[config.mk]
export PLATFORM = sky130hd
export DESIGN_NAME = chan_irq_dma_ctl
export DESIGN_NICKNAME = d
export VERILOG_FILES = /design/src/rtl/chan_irq_dma_ctl.sv
export SDC_FILE = /design/constraint.sdc
export NUM_CORES = 1
export LEC_CHECK = 0
export CORE_MARGIN = 2
export CORE_UTILIZATION = 37
export DETAILED_ROUTE_END_ITERATION = 7
export PLACE_DENSITY = 0.72
export SYNTH_ARGS = -nofsm -noshare
export SYNTH_HDL_FRONTEND = slang
export SYNTH_SLANG_ARGS = --single-unit
[constraint.sdc]
create_clock -name clk -period 1.02 [get_ports clk]
set_input_delay 0.204 -clock clk [delete_from_list [all_inputs] [get_ports clk]]
set_output_delay 0.204 -clock clk [all_outputs]
set_load 0.02 [all_outputs]
[src/rtl/chan_irq_dma_ctl.sv]
module chan_irq_dma_ctl #(
  parameter int TMO_W = 11
) (
  input  logic             clk,
  input  logic             rst_n,
  input  logic             reg_wr,
  input  logic             reg_rd,
  input  logic             reg_sel,
  input  logic [1:0]       reg_be,
  input  logic [15:0]      wdata,
  output logic [15:0]      rdata,
  input  logic             timeout_evt,
  input  logic             host_tc,
  input  logic             host_dack,
  output logic             incr_en,
  output logic             sw_delay_en,
  output logic [TMO_W-1:0] soft_timeout,
  output logic             irq,
  output logic             dma_req
);
  localparam int MODE_W = TMO_W + 3;

  logic [MODE_W-1:0] mode_q;
  logic [2:0]        mask_q;
  logic [1:0]        flag_q;
  logic              req_q;

  logic mode_wr, mask_wr, flag_clr, dma_set, tmo_set;

  assign mode_wr  = reg_wr && !reg_sel;
  assign mask_wr  = reg_wr && reg_sel && reg_be[0];
  assign flag_clr = (reg_wr || reg_rd) && reg_sel && reg_be[1];
  assign dma_set  = host_tc && host_dack && mode_q[0];
  assign tmo_set  = timeout_evt;

  always_ff @(posedge clk or negedge rst_n) begin
    if (!rst_n) begin
      mode_q <= '0;
      mask_q <= '0;
      flag_q <= '0;
      req_q  <= 1'b0;
    end else begin
      if (mode_wr) mode_q <= wdata[MODE_W-1:0];
      if (mask_wr) mask_q <= wdata[2:0];
      flag_q[0] <= dma_set || (flag_q[0] && !flag_clr);
      flag_q[1] <= tmo_set || (flag_q[1] && !flag_clr);
      if (mode_wr)        req_q <= wdata[0];
      else if (host_dack) req_q <= 1'b0;
    end
  end

  assign rdata = reg_sel ? {6'b0, flag_q, 5'b0, mask_q}
                         : {{(16-MODE_W){1'b0}}, mode_q};

  assign incr_en      = mode_q[1];
  assign sw_delay_en  = mode_q[2];
  assign soft_timeout = mode_q[MODE_W-1:3];
  assign dma_req      = req_q;
  assign irq = mask_q[0] && ((flag_q[0] && mask_q[1]) || (flag_q[1] && mask_q[2]));
endmodule

==> run summary <==
final core occ -> 67.06%
status -> finished with violations
Tmin final -> 1.351 ns
Crit. End Element -> output port
most frequent cells in the layout -> buf_6 (43), clkdlybuf4s50_1 (21), dfrtp_1 (20), mux2_4 (15), buf_4 (10)
PortBufs -> 52
grt ovf -> 0
vias in the first global route -> 863
Root Driver -> clkbuf_4
crit path kind -> flop to output port
GP Congestion -> 0.6970
via/cell ratio -> 4.540
fin. max-slew vios -> 0
wire per inst -> 15.18 um
final setup margin -> -0.3306 ns
hold crit path type -> primary input to async pin
CTS Hold Bufs -> 0
HPWL after detailed placement -> 1930 um
Yosys cell types -> 16
Synth top area share -> 46.51%
post-route ant nets -> 0
first-iteration detailed-routing DRC count -> 11
Reg-to-Reg End -> mode_q[7]
final setup fails -> 30
Initial Utilization -> 39.02%
Row Count -> 19
fmax -> 740.4 MHz
failing checks -> negative setup slack
cells on worst reg2reg path -> 4
Inserted Diodes -> 0
sequential area share after synthesis -> 46.51%
synthesized cell area -> 0.001076 mm^2
antenna violations before repair -> 0
most common cell after layout, fill and taps aside -> buf_6
synth warn -> 0
DR pass1 iterations -> 2
R2R Path Start -> mode_q[7]
CP max FO -> 3
first-pass GRT wire length -> 4015 um
ranking of synthesized cells by area -> dfrtp_1 (47%), mux2_4 (14%), mux2_2 (14%), buf_4 (9.1%), and2b_1 (6.3%)
die area -> 0.003355 mm^2
clk sink count -> 20
WP data required -> 0.82 ns
fin crit share -> 132.4%
IR Drop Worst-Case VDD -> 1152 uV
Slowest cell on crit path -> dfrtp_1
R2R setup slack -> -0.07 ns
DR vias -> 799
syn avg cell area -> 13.80 um^2
Clock transition at path regs -> 0.11 ns
Yosys reg bits -> 20
pin count of the biggest net entering global routing -> 21
Die Ht -> 57.93 um
H-tree depth -> 1
Cell Pwr Density -> 1420 mW/mm^2
hold violation count in the final report -> 0
area leader, netlist -> dfrtp_1
Pleak -> 0.9023 nW
max_cap viols -> 0
deepest clock path buffer count -> 2
WHS -> 0.2391 ns
clk_lat worst skew -> 0.30 ns
CTS Buf Count -> 3
die width -> 57.93 um
crit path launch -> flag_q[1]
Cell Chain, Critical Path -> mux2_4, buf_6
Syn-to-layout area delta -> 71.86%
fill count -> 205
DRC -> 0
CTS tree -> done
Crit path largest cell delay -> 0.44 ns
Post-Route Skew -> 0.0001965 ns
Post-Syn Instances -> 78
I/O Pins -> 57
RSZ-0062 raised after global routing -> true
net count reported at finish -> 173
GRT Overall Usage -> 16.16%
crit path DAT -> 1.15 ns
total wire length -> 2672 um
Cell Count, Final, Fillers Out -> 176
startpoint types -> flop
Cells after DPL -> 160
core area -> 0.002758 mm^2
fraction of layout cells with a size suffix above 1 -> 58.62%
-- critical path, delay by kind of cell (launching register included) --
kind | cells | cell delay (ns)
flip-flops | 1 | 0.44
multiplexers | 1 | 0.28
buffers and inverters | 1 | 0.13
-- routing by layer --
metal | up-vias | global-route usage (%) | wire (um)
met4 | 0 | 3.987 | 14
met3 | 2 | 6.920 | 189
li1 | 386 | - | -
met1 | 379 | 18.26 | 1052
met5 | - | 0 | 0
met2 | 32 | 28.08 | 1415
-- worst max path at each step --
stage | end | slack [ns] | depth (start not counted)
floorplan | mode_q[0] | -0.06 | 5
global placement | rdata[1] | -0.90 | 4
detailed placement | rdata[0] | -0.93 | 4
CTS | rdata[9] | -0.33 | 2
global route | irq | -0.45 | 3
finish | rdata[9] | -0.33 | 2
-- report_power, final --
| group | internal [W] | total (W) | switching [W] |
|---|---|---|---|
| clock | 0.000138 | 0.000367 | 0.000230 |
| combinational | 0.000777 | 0.00125 | 0.000472 |
| sequential | 0.000911 | 0.00101 | 0.0000983 |
| total | 0.00183 | 0.00263 | 0.000800 |
-- stage by stage --
| stage | total power, W | instance area, um^2 | TNS, ns | setup slack, ns |
|---|---|---|---|---|
| 4_1_cts | 0.002505 | 1729 | -5.034 | -0.3291 |
| 5_1_grt | 0.002769 | 1849 | -6.768 | -0.4503 |
| 2_1_floorplan | 0.001582 | 1084 | -0.6145 | -0.06145 |
| 3_3_place_gp | 0.002018 | 1633 | -25.40 | -0.9013 |
| 6_report | 0.002625 | 1849 | -5.249 | -0.3306 |
| 3_5_place_dp | 0.002039 | 1633 | -26.07 | -0.9304 |
-- flip-flops by register name, summed over array words and instances, names as in the netlist --
signal / cells
mask_q: 3
mode_q: 14
dma_req: 1
flag_q: 2
-- repair_timing --
item | CTS | global route
resized for setup | 179 | 19
endpoints found under the setup margin | 47 | 30
buffers inserted | 6 | 12
pin swaps | 0 | 0
-- cell families (layout without fill, tap and decap cells) --
group                  after synthesis  count (layout)  share of synthesized area [%]
other                                1               2                         0.3485
AO/OA/AOI/OAI                        4               4                          3.024
AND/OR/NAND/NOR                     13              13                          9.185
buffers and inverters               17              83                          13.37
multiplexers                        23              23                          27.56
flip-flops                          20              20                          46.51
-- cells in the mapped netlist --
cell type,count
mux2_4,10
buf_4,13
conb_1,1
o211ai_1,1
nand3_1,1
a21o_1,1
clkbuf_1,1
dfrtp_1,20
mux2_2,13
a32o_1,1
nor2b_4,1
a22oi_1,1
nor2b_1,2
and2b_1,9
buf_6,2
buf_12,1
-- final cells by class --
class | instances | area, um^2 | share of cell area, %
Clock buffer | 3 | 22.52 | 1.218
Tap cell | 31 | 38.79 | 2.097
Timing Repair Buffer | 80 | 833.3 | 45.06
Multi-Input combinational cell | 42 | 454.2 | 24.56
Sequential cell | 20 | 500.5 | 27.06
Note: power is estimated with default switching activity, not from simulation.
